===== config.mk =====
export PLATFORM = sky130hd
export DESIGN_NAME = fw_seg_loader
export DESIGN_NICKNAME = d
export VERILOG_FILES = /design/src/rtl/fw_seg_loader_pkg.sv /design/src/rtl/fw_seg_loader_ctrl.sv /design/src/rtl/fw_seg_loader_dp.sv /design/src/rtl/fw_seg_loader.sv
export SDC_FILE = /design/constraint.sdc
export NUM_CORES = 1
export LEC_CHECK = 0
export BUFFER_PORTS_ARGS = -buffer_cell sky130_fd_sc_hd__buf_2
export CAP_MARGIN = 20
export CELL_PAD_IN_SITES_DETAIL_PLACEMENT = 1
export CELL_PAD_IN_SITES_GLOBAL_PLACEMENT = 2
export CORE_UTILIZATION = 41
export DETAILED_ROUTE_END_ITERATION = 8
export PLACE_DENSITY = 0.85
export SYNTH_ARGS = -nofsm -noshare
export SYNTH_HDL_FRONTEND = slang
export SYNTH_SLANG_ARGS = --single-unit

===== constraint.sdc =====
create_clock -name clk -period 8.1 [get_ports clk]
set_clock_uncertainty 0.05 [all_clocks]
set_input_delay 1.62 -clock clk [delete_from_list [all_inputs] [get_ports clk]]
set_output_delay 1.62 -clock clk [all_outputs]
set_load 0.005 [all_outputs]

===== src/rtl/fw_seg_loader_pkg.sv =====
package fw_seg_loader_pkg;

  localparam logic [31:0] MARK_A = 32'h6D676553;
  localparam logic [31:0] MARK_B = 32'h72646548;

  typedef enum logic [3:0] {
    ST_IDLE, ST_PARSE, ST_HDR, ST_CHECK, ST_SKIP, ST_WR, ST_RD, ST_CMP, ST_FIN
  } loadState_t;

  // strobes from control to datapath
  typedef struct packed {
    logic clrAll;
    logic hdrTake;
    logic offAdd4;
    logic offAddSize;
    logic jClr;
    logic jAdd4;
    logic entryTake;
    logic pageFirst;
    logic pageNext;
    logic wordLatch;
    logic memWrite;
    logic memRead;
    logic flagErr;
    logic finish;
  } loadCtrl_t;

  // conditions from datapath to control
  typedef struct packed {
    logic haveRoom;
    logic syncOk;
    logic overrun;
    logic sizeZero;
    logic skipDone;
    logic lastWord;
    logic nextChunk;
    logic mismatch;
    logic hdrLast;
  } loadFlags_t;

endpackage


===== src/rtl/fw_seg_loader_ctrl.sv =====
module fw_seg_loader_ctrl
  import fw_seg_loader_pkg::*;
(
  input  logic       clk,
  input  logic       rstN,
  input  logic       start,
  input  logic       inValid,
  input  loadFlags_t flags,
  output logic       inReady,
  output loadCtrl_t  ctrl
);

  loadState_t stateQ, stateD;

  always_ff @(posedge clk or negedge rstN) begin
    if (!rstN) stateQ <= ST_IDLE;
    else       stateQ <= stateD;
  end

  always_comb begin
    stateD  = stateQ;
    ctrl    = '0;
    inReady = 1'b0;
    unique case (stateQ)
      ST_IDLE: begin
        if (start) begin
          ctrl.clrAll = 1'b1;
          stateD      = ST_PARSE;
        end
      end
      ST_PARSE: stateD = flags.haveRoom ? ST_HDR : ST_FIN;
      ST_HDR: begin
        inReady = 1'b1;
        if (inValid) begin
          ctrl.hdrTake = 1'b1;
          ctrl.offAdd4 = 1'b1;
          if (flags.hdrLast) stateD = ST_CHECK;
        end
      end
      ST_CHECK: begin
        ctrl.jClr = 1'b1;
        if (!flags.syncOk) begin
          stateD = ST_SKIP;
        end else begin
          ctrl.entryTake = 1'b1;
          if (flags.overrun)       stateD = ST_FIN;
          else if (flags.sizeZero) stateD = ST_PARSE;
          else begin
            ctrl.pageFirst = 1'b1;
            stateD         = ST_WR;
          end
        end
      end
      ST_SKIP: begin
        if (flags.skipDone) begin
          stateD = ST_PARSE;
        end else begin
          inReady = 1'b1;
          if (inValid) begin
            ctrl.offAdd4 = 1'b1;
            ctrl.jAdd4   = 1'b1;
          end
        end
      end
      ST_WR: begin
        inReady = 1'b1;
        if (inValid) begin
          ctrl.memWrite  = 1'b1;
          ctrl.wordLatch = 1'b1;
          stateD         = ST_RD;
        end
      end
      ST_RD: begin
        ctrl.memRead = 1'b1;
        stateD       = ST_CMP;
      end
      ST_CMP: begin
        if (flags.mismatch) begin
          ctrl.flagErr = 1'b1;
          stateD       = ST_FIN;
        end else if (flags.lastWord) begin
          ctrl.offAddSize = 1'b1;
          stateD          = ST_PARSE;
        end else begin
          ctrl.jAdd4    = 1'b1;
          ctrl.pageNext = flags.nextChunk;
          stateD        = ST_WR;
        end
      end
      ST_FIN: begin
        ctrl.finish = 1'b1;
        stateD      = ST_IDLE;
      end
      default: stateD = ST_IDLE;
    endcase
  end


  no_take_without_ready_chk: assert property (@(posedge clk) disable iff (!rstN)
    (ctrl.hdrTake || ctrl.memWrite) |-> (inReady && inValid));

endmodule


===== src/rtl/fw_seg_loader_dp.sv =====
module fw_seg_loader_dp
  import fw_seg_loader_pkg::*;
#(
  parameter int LEN_W      = 32,
  parameter int PAGE_BYTES = 4096,
  parameter int PAGE_W     = $clog2(PAGE_BYTES)
) (
  input  logic              clk,
  input  logic              rstN,
  input  loadCtrl_t         ctrl,
  input  logic [LEN_W-1:0]  imageBytes,
  input  logic [31:0]       inData,
  input  logic [31:0]       memRdata,
  output loadFlags_t        flags,
  output logic              memWe,
  output logic              memRe,
  output logic [PAGE_W-1:0] memAddr,
  output logic [31:0]       memWdata,
  output logic [31:0]       pageSel,
  output logic              done,
  output logic              error,
  output logic [LEN_W-1:0]  errOffset,
  output logic [31:0]       entryAddr,
  output logic [LEN_W-1:0]  loadedBytes
);

  localparam int SUM_W = 34;

  logic [LEN_W-1:0] offsetQ, lenQ, errOffQ, loadedQ;
  logic [1:0]       hdrIdxQ;
  logic [31:0]      markAQ, markBQ, addrQ, sizeQ, jQ, wordQ, pageQ, entryQ;
  logic             entrySetQ, doneQ, errQ;
  logic [31:0]      jNext;

  assign jNext = jQ + 32'd4;

  always_ff @(posedge clk or negedge rstN) begin
    if (!rstN) begin
      offsetQ <= '0; lenQ <= '0; errOffQ <= '0; loadedQ <= '0;
      hdrIdxQ <= '0; markAQ <= '0; markBQ <= '0; addrQ <= '0; sizeQ <= '0;
      jQ <= '0; wordQ <= '0; pageQ <= '0; entryQ <= '0;
      entrySetQ <= 1'b0; doneQ <= 1'b0; errQ <= 1'b0;
    end else begin
      if (ctrl.clrAll) begin
        offsetQ <= '0; lenQ <= imageBytes; errOffQ <= '0; loadedQ <= '0;
        hdrIdxQ <= '0; jQ <= '0; entryQ <= '0;
        entrySetQ <= 1'b0; doneQ <= 1'b0; errQ <= 1'b0;
      end
      if (ctrl.hdrTake) begin
        hdrIdxQ <= hdrIdxQ + 2'd1;
        unique case (hdrIdxQ)
          2'd0: markAQ <= inData;
          2'd1: markBQ <= inData;
          2'd2: addrQ  <= inData;
          default: sizeQ <= inData;
        endcase
      end
      if (ctrl.offAdd4)    offsetQ <= offsetQ + LEN_W'(4);
      if (ctrl.offAddSize) offsetQ <= offsetQ + LEN_W'(sizeQ);
      if (ctrl.jClr)       jQ <= '0;
      if (ctrl.jAdd4)      jQ <= jNext;
      if (ctrl.entryTake && !entrySetQ) begin
        entryQ    <= addrQ;
        entrySetQ <= 1'b1;
      end
      if (ctrl.pageFirst) pageQ <= addrQ;
      if (ctrl.pageNext)  pageQ <= addrQ + jNext;
      if (ctrl.wordLatch) wordQ <= inData;
      if (ctrl.flagErr) begin
        errQ    <= 1'b1;
        errOffQ <= offsetQ + LEN_W'(jQ);
        pageQ   <= '0;
      end
      if (ctrl.finish) begin
        pageQ   <= '0;
        doneQ   <= 1'b1;
        loadedQ <= errQ ? '0 : lenQ;
      end
    end
  end

  always_comb begin
    flags.haveRoom  = (SUM_W'(offsetQ) + SUM_W'(16)) < SUM_W'(lenQ);
    flags.syncOk    = (markAQ == MARK_A) && (markBQ == MARK_B);
    flags.overrun   = (SUM_W'(offsetQ) + SUM_W'(sizeQ)) > SUM_W'(lenQ);
    flags.sizeZero  = (sizeQ == '0);
    flags.skipDone  = (jQ >= sizeQ) || (offsetQ >= lenQ);
    flags.lastWord  = (SUM_W'(jQ) + SUM_W'(4)) >= SUM_W'(sizeQ);
    flags.nextChunk = (jNext[PAGE_W-1:0] == '0);
    flags.mismatch  = (memRdata != wordQ);
    flags.hdrLast   = (hdrIdxQ == 2'd3);
  end

  assign memWe       = ctrl.memWrite;
  assign memRe       = ctrl.memRead;
  assign memAddr     = jQ[PAGE_W-1:0];
  assign memWdata    = inData;
  assign pageSel     = pageQ;
  assign done        = doneQ;
  assign error       = errQ;
  assign errOffset   = errOffQ;
  assign entryAddr   = entryQ;
  assign loadedBytes = loadedQ;


  readback_follows_write_chk: assert property (@(posedge clk) disable iff (!rstN)
    memWe |=> (memRe && $stable(memAddr) && $stable(pageSel)));


  no_rw_overlap_chk: assert property (@(posedge clk) disable iff (!rstN)
    $onehot0({memWe, memRe}));


  page_home_at_done_chk: assert property (@(posedge clk) disable iff (!rstN)
    $rose(doneQ) |-> (pageQ == '0));


  error_sticky_chk: assert property (@(posedge clk) disable iff (!rstN)
    (errQ && !ctrl.clrAll) |=> errQ);


  entry_hold_chk: assert property (@(posedge clk) disable iff (!rstN)
    (entrySetQ && !ctrl.clrAll) |=> $stable(entryQ));

endmodule


===== src/rtl/fw_seg_loader.sv =====
module fw_seg_loader
  import fw_seg_loader_pkg::*;
#(
  parameter int LEN_W      = 32,
  parameter int PAGE_BYTES = 4096,
  parameter int PAGE_W     = $clog2(PAGE_BYTES)
) (
  input  logic              clk,
  input  logic              rstN,
  input  logic              start,
  input  logic [LEN_W-1:0]  imageBytes,
  input  logic              inValid,
  input  logic [31:0]       inData,
  output logic              inReady,
  output logic              memWe,
  output logic              memRe,
  output logic [PAGE_W-1:0] memAddr,
  output logic [31:0]       memWdata,
  input  logic [31:0]       memRdata,
  output logic [31:0]       pageSel,
  output logic              done,
  output logic              error,
  output logic [LEN_W-1:0]  errOffset,
  output logic [31:0]       entryAddr,
  output logic [LEN_W-1:0]  loadedBytes
);

  loadCtrl_t  ctrl;
  loadFlags_t flags;

  fw_seg_loader_ctrl ctrl_i (
    .clk(clk), .rstN(rstN), .start(start), .inValid(inValid),
    .flags(flags), .inReady(inReady), .ctrl(ctrl)
  );

  fw_seg_loader_dp #(.LEN_W(LEN_W), .PAGE_BYTES(PAGE_BYTES), .PAGE_W(PAGE_W)) dp_i (
    .clk(clk), .rstN(rstN), .ctrl(ctrl), .imageBytes(imageBytes),
    .inData(inData), .memRdata(memRdata), .flags(flags),
    .memWe(memWe), .memRe(memRe), .memAddr(memAddr), .memWdata(memWdata),
    .pageSel(pageSel), .done(done), .error(error), .errOffset(errOffset),
    .entryAddr(entryAddr), .loadedBytes(loadedBytes)
  );

endmodule


==> results.yml, run 1 <==
run_status:
  outcome: "finished, final reports clean"
finish:
  final_util_pct: 47.4
  final_cells: 3682
  nFillCells: 6925
  fin_nets: 3216
  syn_to_final_growth_pct: 14.1
  drive_gt1_share_pct: 18.8
  diodes: 0
place:
  dp.cells: 3598
  place.detailed.hpwl_mm: 67.6
  io_buffers: 274
  gp_congestion: 0.916
  preCtsSetupSlack_ns: 1.93
worst_setup_path:
  crit_fanout: 33
  worstSetupPathType: "register to register"
  startpoint_type: "register"
  end_kind: "register"
  required_ns: 8.54
  worstPathArrival_ns: 6.69
global_routing:
  grt_max_degree: 158
  antenna_found_initial: 7
  overflow: 0
  grt_pass1_vias: 22393
  gr-usage-all-layers_pct: 28.8
  grt_pass1_wl_mm: 138
clock_tree:
  clk_pin_slew_ns: 0.06
  clock-sinks: 391
  clockRootBuffer: "clkbuf_16"
  htreeDepth: 2
  clk_path_buf_depth: 3
  cts_made_buffers: 47
  cts_setup_buffers: 0
  ctsHoldBuffers: 0
  clk_latency_ns: 0.61
  post_cts_resized: 0
  cts_tree: "built"
routing:
  drt_iter0_markers: 1395
  routed-via-count: 21471
  wl_per_cell_um: 24.6
  dr.pass1.iters: 5
  totalWireLength_mm: 90.4
  avgViaCountPerCell: 5.83
  drc: 0
  antenna_left: 0
yosys:
  synth.top_cell.area_share_pct: 39.0
  synth-seq-cells: 391
  synth.area.top_cells: "dfrtp_1 (39%), ha_1 (12%), nand2_1 (6.1%), mux2_2 (5.8%), xnor2_1 (3.8%)"
  ys_seq_area_share_pct: 39.0
  synth-edff-count: 0
  yosys.area.top_type: "dfrtp_1"
  synth.distinct_cells: 83
  async_flop_share_pct: 100
  synth_area_um2: 25100
  yosysWarnings: 0
  avgSynthCellArea_um2: 9.44
  yosys_most_used_dff: "dfrtp_1"
  synth_commonest_cells: "nand2_1 (406), dfrtp_1 (391), ha_1 (250)"
  syn-instance-count: 2661
  yosysMostFrequentCell: "nand2_1"
power:
  finalPower_mw: 9.20
  cell_internal_pwr_mw: 5.41
  p_clk_share_pct: 24.8
  swShare_pct: 41.2
  combPwrFrac_pct: 41.2
  vdd_drop_max_uv: 190
  power_switching_mw: 3.79
  p_leak_nw: 14.5
  powerDensity_nw_per_um2: 321
  pwr-share-seq_pct: 34.0
floorplanning:
  io_pins: 277
  coreArea_um2: 60500
  die_h_um: 250
  fp.dieW_um: 250
  die_area_um2: 62300
  start_util_pct: 41.5
  num_rows: 90
sta:
  worst_pin_slew_ns: 1.03
  rsz0062_at_grt: "no"
  setup-violations-final: 0
  fmax_mhz: 160
  max-slew-margin-rel_pct: 31.4
  final.setup.worst_slack_ns: 1.85
  maxSlewViolCount: 0
  fin_crit_sh_pct: 77.1
  finalSetupTns_ns: 0
  final_hold_viol_count: 0
  finalCriticalPeriod_ns: 6.25
min_path:
  hold_path.class: "register to register"
run:
  max_cap_viol_count: 0
worst max-delay path: stages, from the launching register on:
cell and delay (ns):
dfrtp_1 0.64, ha_1 0.37, o31a_1 0.32, a31oi_1 0.32, o211ai_1 0.16, a21oi_1 0.33, nor2_1 0.10, a221oi_1 0.49
nor4bb_1 0.11, a21oi_1 0.19, nand2_1 0.08, ha_1 0.31, nand2_1 0.07, or2_2 0.31, nor4_1 0.41, nand3_1 0.15
o211ai_1 0.14, nand3_1 0.20, a311oi_4 0.31, buf_4 0.51, nand2b_1 0.24, mux2i_1 0.20, nor2_1 0.06
final timing paths:
check                           slack [ns]  cells past startpoint                  end                from
worst min-delay path                  0.44                      2   dp_i.entryAddr[11]  dp_i.entryAddr[11]
max in group asynchronous             5.52                      2       dp_i.wordQ[13]                rstN
min in group asynchronous             1.04                      1  dp_i.loadedBytes[5]                rstN
worst max register to register        1.85                     22      dp_i.pageSel[0]     dp_i.offsetQ[4]
worst min register to register        0.44                      2   dp_i.entryAddr[11]  dp_i.entryAddr[11]
worst max-delay path                  1.85                     22      dp_i.pageSel[0]     dp_i.offsetQ[4]
state kept, by name, summed over array words and instances (netlist names):
| name | cells |
|---|---|
| dp_i.entrySetQ | 1 |
| dp_i.entryAddr | 32 |
| dp_i.jQ | 30 |
| dp_i.error | 1 |
| dp_i.lenQ | 32 |
| dp_i.markBQ | 32 |
| dp_i.offsetQ | 32 |
| dp_i.done | 1 |
| dp_i.hdrIdxQ | 2 |
| ctrl_i.stateQ | 4 |
| dp_i.pageSel | 32 |
| dp_i.sizeQ | 32 |
| dp_i.markAQ | 32 |
| dp_i.addrQ | 32 |
| dp_i.loadedBytes | 32 |
| dp_i.wordQ | 32 |
| dp_i.errOffset | 32 |
cell families (layout without fill, tap and decap cells):
logic type                 count (synthesis)  after routing  share of synthesized area, %
and+or+nand+nor                          860            860                          16.2
adders and majority gates                251            251                          12.5
DFF                                      391            391                          39.0
muxes                                    170            170                          7.42
other                                      1              2                        0.0149
xor gates and xnor gates                 170            170                          5.93
AOI/OAI and AO/OA                        572            572                          14.5
buffers and inverters                    246            484                          4.46
cell type report:
cell class	instances	area, um^2	share of cell area, %
Timing Repair Buffer	298	1590	5.54
Sequential cell	391	9780	34.1
Inverter	102	383	1.34
Tap cell	782	978	3.41
Clock inverter	30	384	1.34
Clock buffer	54	1260	4.41
Multi-Input combinational cell	2025	14300	49.8
cell usage in the layout (no fill, tap or decap), drive strengths merged, types with 21 or more instances in the layout:
cell type	count
nor2	132
inv	105
o21ai	161
a21oi	171
xnor2	108
and3	24
xor2	62
nor4	25
clkbuf	54
a211oi	21
ha	250
buf	298
a21o	48
nor3	27
mux2i	40
nand2	407
mux2	130
dfrtp	391
nand4	51
a22o	37
nand3	81
power groups by stage:
stage               logic [mW]  registers (mW)  clock network, mW
floorplan                 2.64            2.87                  0
global placement          3.59            3.10                  0
detailed placement        3.77            3.14                  0
CTS                       3.81            3.12               2.32
global route              4.21            3.19               2.38
finish                    3.79            3.12               2.28
per-layer routing:
layer / vias up / share of wire, % / global-route usage (%)
li1: 9879 / - / -
met1: 10837 / 44 / 38.3
met2: 596 / 47 / 47.7
met3: 157 / 4.8 / 3.79
met4: 2 / 4.0 / 11.2
met5: - / 0.014 / 0
through the flow:
stage	hold WS [ns]	instance area [um^2]
6_report	0.436	28700
3_3_place_gp	0.419	27000
4_1_cts	0.441	28700
2_1_floorplan	0.412	25100
5_1_grt	0.454	28700
3_5_place_dp	0.425	27000
Power figures use the tool's default switching activity.
==> run 2: changes to the inputs <==
--- a/config.mk
+++ b/config.mk
@@ -9,9 +9,9 @@
 export CAP_MARGIN = 20
 export CELL_PAD_IN_SITES_DETAIL_PLACEMENT = 1
 export CELL_PAD_IN_SITES_GLOBAL_PLACEMENT = 2
-export CORE_UTILIZATION = 41
+export CORE_UTILIZATION = 38
 export DETAILED_ROUTE_END_ITERATION = 8
-export PLACE_DENSITY = 0.85
+export PLACE_DENSITY = 0.8
 export SYNTH_ARGS = -nofsm -noshare
 export SYNTH_HDL_FRONTEND = slang
 export SYNTH_SLANG_ARGS = --single-unit
==> constraint.sdc (replaced) <==
create_clock -name clk -period 5.8 [get_ports clk]
set_clock_uncertainty 0.05 [all_clocks]
set_input_delay 1.16 -clock clk [delete_from_list [all_inputs] [get_ports clk]]
set_output_delay 1.16 -clock clk [all_outputs]
set_load 0.005 [all_outputs]
==> run 2 against run 1 <==
- first-iteration DRC count decreased by 14%
- count of clock-buffer cells in the layout unchanged
- worst setup slack got worse by 1.6 ns
- global-route usage decreased by 1.4 points
- combinational power increased by 44%
- flip-flop and latch count unchanged
- utilization decreased by 2.1 points
- sequential share of layout area decreased by 0.85 points
- final cell count increased by 3.9%
- sequential power increased by 38%
- final area increased by 2.6%
- critical endpoint is now dp_i.pageSel[16]
- largest power group unchanged
==> results.yml, run 2 (synthesized netlist as in run 1, its figures left out) <==
run_status:
  outcome: "finished, final reports clean"
floorplanning:
  fp.dieW_um: 259
  coreArea_um2: 64900
  io_pins: 277
  num_rows: 93
  start_util_pct: 38.7
  die_area_um2: 67100
  die_h_um: 259
routing:
  totalWireLength_mm: 92.0
  routed-via-count: 21565
  wl_per_cell_um: 24.1
  dr.pass1.iters: 6
  drt_iter0_markers: 1198
  drc: 0
  antenna_left: 0
  avgViaCountPerCell: 5.64
worst_setup_path:
  crit_fanout: 15
  r2r-start: "dp_i.sizeQ[0]"
  crit_start: "dp_i.sizeQ[0]"
  cpPeakStageDelay_ns: 0.45
  crit_path_end: "dp_i.pageSel[16]"
  worst_path_max_delay_cell: "dfrtp_2"
  end_kind: "register"
  worst_r2r_path_depth: 23
  crit_chain: "ha_1 > fa_2 > a211oi_1 > o21ai_1 > a311o_1 > a41o_2 > nand2_1 > nand2_1 > nand3_1 > o2bb2ai_1 > xnor2_1 > ha_1 > nand4_1 > or2_2 > nor4_4 > nand3_1 > o211ai_1 > nand3_2 > a311oi_4 > buf_12 > buf_12 > mux2i_1 > a211oi_1"
  worstPathArrival_ns: 5.96
  cp_top_family: "compound AO/OA/AOI/OAI gates"
  path_depth: 23
  required_ns: 6.25
  startpoint_type: "register"
  reg2reg_slack_ns: 0.29
  r2r-end: "dp_i.pageSel[16]"
  critPathBufInv: 2
  worstSetupPathType: "register to register"
place:
  dp.cells: 3725
  place.detailed.hpwl_mm: 69.7
  io_buffers: 274
  gp_congestion: 0.912
  place_area_um2: 27600
run:
  max_cap_viol_count: 0
clock_tree:
  clockRootBuffer: "clkbuf_16"
  clk_path_buf_depth: 3
  ctsHoldBuffers: 0
  htreeDepth: 2
  cts_made_buffers: 47
  cts_tree: "built"
  clk_latency_ns: 0.61
  clock-sinks: 391
  clk_pin_slew_ns: 0.06
sta:
  hold_slack_ns: 0.440
  fmax_mhz: 182
  max-slew-margin-rel_pct: 32.1
  fin_crit_sh_pct: 95.0
  finalCriticalPeriod_ns: 5.51
  worst_pin_slew_ns: 1.01
  setup-violations-final: 0
  final_hold_viol_count: 0
  maxSlewViolCount: 0
  rsz0062_at_grt: "no"
finish:
  final_util_pct: 45.3
  final_cells: 3824
  drive_gt1_share_pct: 20.8
  syn_to_final_growth_pct: 17.1
  layout_common_cells: "nand2_1 (406), dfrtp_1 (388), buf_2 (273)"
  final_common_cell: "nand2_1"
  fin_nets: 3274
  fin_area_um2: 29400
  nFillCells: 7455
global_routing:
  antenna_found_initial: 7
  grt_pass1_wl_mm: 141
  grt_pass1_vias: 23086
  overflow: 0
  grt_max_degree: 107
  gr-usage-all-layers_pct: 27.4
min_path:
  hold_path.class: "register to register"
power:
  powerDensity_nw_per_um2: 441
  vdd_drop_max_uv: 244
  finalPower_mw: 13.0
  p_leak_nw: 14.9
run 2: cell types whose count changed in the layout (fill, tap and decap cells not counted), moves of 4 or more:
| cell | before | now |
|---|---|---|
| diode_2 | 0 | 9 |
| buf_4 | 22 | 73 |
| clkinv_2 | 11 | 15 |
| buf_12 | 2 | 9 |
run 2: per-layer routing:
metal / global-route usage [%] / part of all wire, %
met3: 2.93 / 3.9
met1: 36.9 / 46
met2: 45.1 / 46
met5: 0 / 0
met4: 10.9 / 4.1
run 2: what timing repair did:
| item | 4_1_cts | 5_1_grt |
|---|---|---|
| buffers inserted | 1 | 2 |
| endpoints found under the setup margin | 29 | 34 |
| gates resized for setup | 1 | 16 |
| pin swaps | 2 | 5 |
run 2: how the worst min path moves through the flow:
stage                        from                   end  slack [ns]  cells after the start
2_1_floorplan      dp_i.entrySetQ        dp_i.entrySetQ        0.41                      2
3_3_place_gp   dp_i.entryAddr[15]    dp_i.entryAddr[15]        0.42                      2
3_5_place_dp   dp_i.entryAddr[15]    dp_i.entryAddr[15]        0.43                      2
4_1_cts        dp_i.entryAddr[15]    dp_i.entryAddr[15]        0.45                      2
5_1_grt             dp_i.lenQ[11]  dp_i.loadedBytes[11]        0.46                      1
6_report       dp_i.entryAddr[15]    dp_i.entryAddr[15]        0.44                      2
run 2: stage by stage:
| stage | setup slack [ns] | TNS (ns) |
|---|---|---|
| finish | 0.292 | 0 |
| global route | 0.0282 | 0 |
| CTS | 0.00486 | 0 |
| detailed placement | -0.160 | -2.60 |
| global placement | 0.122 | 0 |
| floorplan | 0.840 | 0 |
run 2: worst reg2reg max path, delay by kind of cell, from the launching register on:
| kind | cells | cell delay, ns |
|---|---|---|
| adder cells (fa/ha/maj) | 3 | 0.98 |
| buffers and inverters | 2 | 0.36 |
| flip-flops | 1 | 0.45 |
| multiplexers | 1 | 0.09 |
| XOR/XNOR | 1 | 0.12 |
| AO/OA/AOI/OAI | 8 | 2.07 |
| AND/OR/NAND/NOR | 8 | 1.31 |
run 2: cell type report:
type	count	area (um^2)	share of cell area [%]
well taps	855	1070	3.64
multi-input cells	2025	14400	48.8
inverters	102	383	1.30
repair buffers	356	2110	7.18
clock inverters	32	422	1.43
diodes	9	22.5	0.0766
flip-flops and latches	391	9790	33.3
clock buffers	54	1250	4.26
run 2: report_power, final:
group	internal, mW	switching, mW	leakage, nW	total [mW]
clock network	1.92	1.30	0.823	3.23
logic	2.26	3.19	8.85	5.46
registers	3.49	0.796	5.21	4.29
==> run 3: changes to the inputs <==
--- a/config.mk
+++ b/config.mk
@@ -11,7 +11,7 @@
 export CELL_PAD_IN_SITES_GLOBAL_PLACEMENT = 2
 export CORE_UTILIZATION = 38
 export DETAILED_ROUTE_END_ITERATION = 8
-export PLACE_DENSITY = 0.8
+export PLACE_DENSITY = 0.89
 export SYNTH_ARGS = -nofsm -noshare
 export SYNTH_HDL_FRONTEND = slang
 export SYNTH_SLANG_ARGS = --single-unit
==> run 3 against run 2 <==
- clock power decreased by 3%
- critical endpoint is now dp_i.pageSel[11]
- sequential share of layout area increased by 0.13 points
- register-to-register slack about the same
- sequential power about the same
- critical path depth unchanged
- global-route usage decreased by 0.33 points
- combinational power about the same
- count of clock-buffer cells in the layout increased by 9
- highest routed layer is now met5
- final area decreased by 0.39%
==> results.yml, run 3 (synthesized netlist as in run 1, its figures left out) <==
run_status:
  outcome: "finished, final reports clean"
floorplanning:
  start_util_pct: 38.7
  num_rows: 93
  fp.dieW_um: 259
  io_pins: 277
  die_h_um: 259
  die_area_um2: 67100
  coreArea_um2: 64900
min_path:
  hold_end: "dp_i.entryAddr[10]"
  whs_path_depth: 2
  worstHoldStart: "dp_i.entryAddr[10]"
  hold_path.class: "register to register"
global_routing:
  grt_pass1_vias: 22991
  gr-usage-all-layers_pct: 27.1
  antenna_found_initial: 6
  grt_pass1_wl_mm: 140
  overflow: 0
  grt_max_degree: 115
finish:
  syn_to_final_growth_pct: 16.6
  fin_area_um2: 29300
  fin_nets: 3269
  drive_gt1_share_pct: 20.7
  final_common_cell: "nand2_1"
  layout_common_cells: "nand2_1 (405), dfrtp_1 (389), buf_2 (273)"
  final_util_pct: 45.1
power:
  finalPower_mw: 12.9
  powerDensity_nw_per_um2: 439
  vdd_drop_max_uv: 235
  p_leak_nw: 14.8
worst_setup_path:
  crit_fanout: 16
  crit_chain: "ha_2 > fa_2 > a211oi_2 > o21ai_1 > a311o_1 > a41o_4 > nand2_1 > nand2_1 > nand3_1 > o2bb2ai_1 > xnor2_2 > ha_1 > nand4_1 > or2_2 > nor4_4 > nand3_1 > o211ai_1 > nand3_2 > a311oi_4 > buf_12 > buf_12 > mux2i_2 > a21oi_1"
  worst_path_max_delay_cell: "dfrtp_2"
  reg2reg_slack_ns: 0.29
  crit_start: "dp_i.sizeQ[0]"
  worstSetupPathType: "register to register"
  cpPeakStageDelay_ns: 0.45
  r2r-end: "dp_i.pageSel[11]"
  required_ns: 6.23
  worstPathArrival_ns: 5.94
  end_kind: "register"
  worst_r2r_path_depth: 23
  r2r-start: "dp_i.sizeQ[0]"
  startpoint_type: "register"
clock_tree:
  clk_path_buf_depth: 3
  clk_pin_slew_ns: 0.06
  htreeDepth: 2
  clock-sinks: 391
  cts_made_buffers: 48
  clk_latency_ns: 0.61
  cts_tree: "built"
  clockRootBuffer: "clkbuf_16"
sta:
  maxSlewViolCount: 0
  finalCriticalPeriod_ns: 5.51
  fin_crit_sh_pct: 95.0
  finalSetupTns_ns: 0
  max-slew-margin-rel_pct: 28.3
  worst_pin_slew_ns: 1.07
  fmax_mhz: 181
  setup-violations-final: 0
  final_hold_viol_count: 0
routing:
  dr.pass1.iters: 5
  wl_per_cell_um: 24.0
  totalWireLength_mm: 91.6
  antenna_left: 0
  drc: 0
  routed-via-count: 21760
  avgViaCountPerCell: 5.71
  drt_iter0_markers: 1659
place:
  place.detailed.hpwl_mm: 69.2
  io_buffers: 274
  gp_congestion: 0.959
  place_area_um2: 27500
run:
  max_cap_viol_count: 0
## run 3: worst max-delay path: cells and delay by family (launching register included)
| kind | cells | cell delay (ns) |
|---|---|---|
| compound gates | 8 | 1.96 |
| simple gates | 8 | 1.26 |
| fa+ha+maj | 3 | 0.90 |
| flops | 1 | 0.45 |
| buf+inv | 2 | 0.37 |
| mux | 1 | 0.25 |
| xor+xnor | 1 | 0.11 |
## run 3: cell type report
type,count,area [um^2]
Antenna cell,3,7.51
Clock inverter,25,304
Fill cell,7510,35600
Clock buffer,63,1330
Multi-Input combinational cell,2025,14400
Sequential cell,391,9790
Inverter,102,383
Timing Repair Buffer,350,2030
Tap cell,855,1070
## run 3: repair_timing
action / in CTS / in global routing
hold buffers: 0 / 0
gates resized for setup: 1 / 18
endpoints found under the setup margin: 6 / 33
setup buffers: 0 / 8
pin swaps: 1 / 5
gates cloned: 0 / 0
## run 3: worst max-delay path by stage
stage | end | slack, ns | cells past startpoint
2_1_floorplan | dp_i.pageSel[25] | 0.84 | 20
3_3_place_gp | dp_i.pageSel[13] | 0.13 | 23
6_report | dp_i.pageSel[11] | 0.29 | 23
4_1_cts | dp_i.pageSel[11] | 0.01 | 23
3_5_place_dp | dp_i.pageSel[11] | -0.08 | 23
5_1_grt | dp_i.pageSel[11] | -0.0004 | 24
## run 3: through the flow
stage | hold WS [ns] | std cells | worst slack, ns
2_1_floorplan | 0.412 | 2662 | 0.840
3_3_place_gp | 0.421 | 3715 | 0.132
3_5_place_dp | 0.426 | 3715 | -0.0778
4_1_cts | 0.438 | 3803 | 0.00956
5_1_grt | 0.462 | 3811 | -0.000369
6_report | 0.438 | 3814 | 0.290
## run 3: per-layer routing
layer / share of wire, % / vias to the layer above / GRT usage (%)
li1: - / 9995 / -
met2: 46 / 548 / 43.9
met1: 45 / 11063 / 36.8
met3: 4.7 / 152 / 3.25
met5: 0.012 / - / 0
met4: 4.0 / 2 / 10.6
## run 3: report_power, final
part	switching (mW)	internal (mW)
Clock	1.31	1.81
Combinational	3.19	2.24
Sequential	0.819	3.49
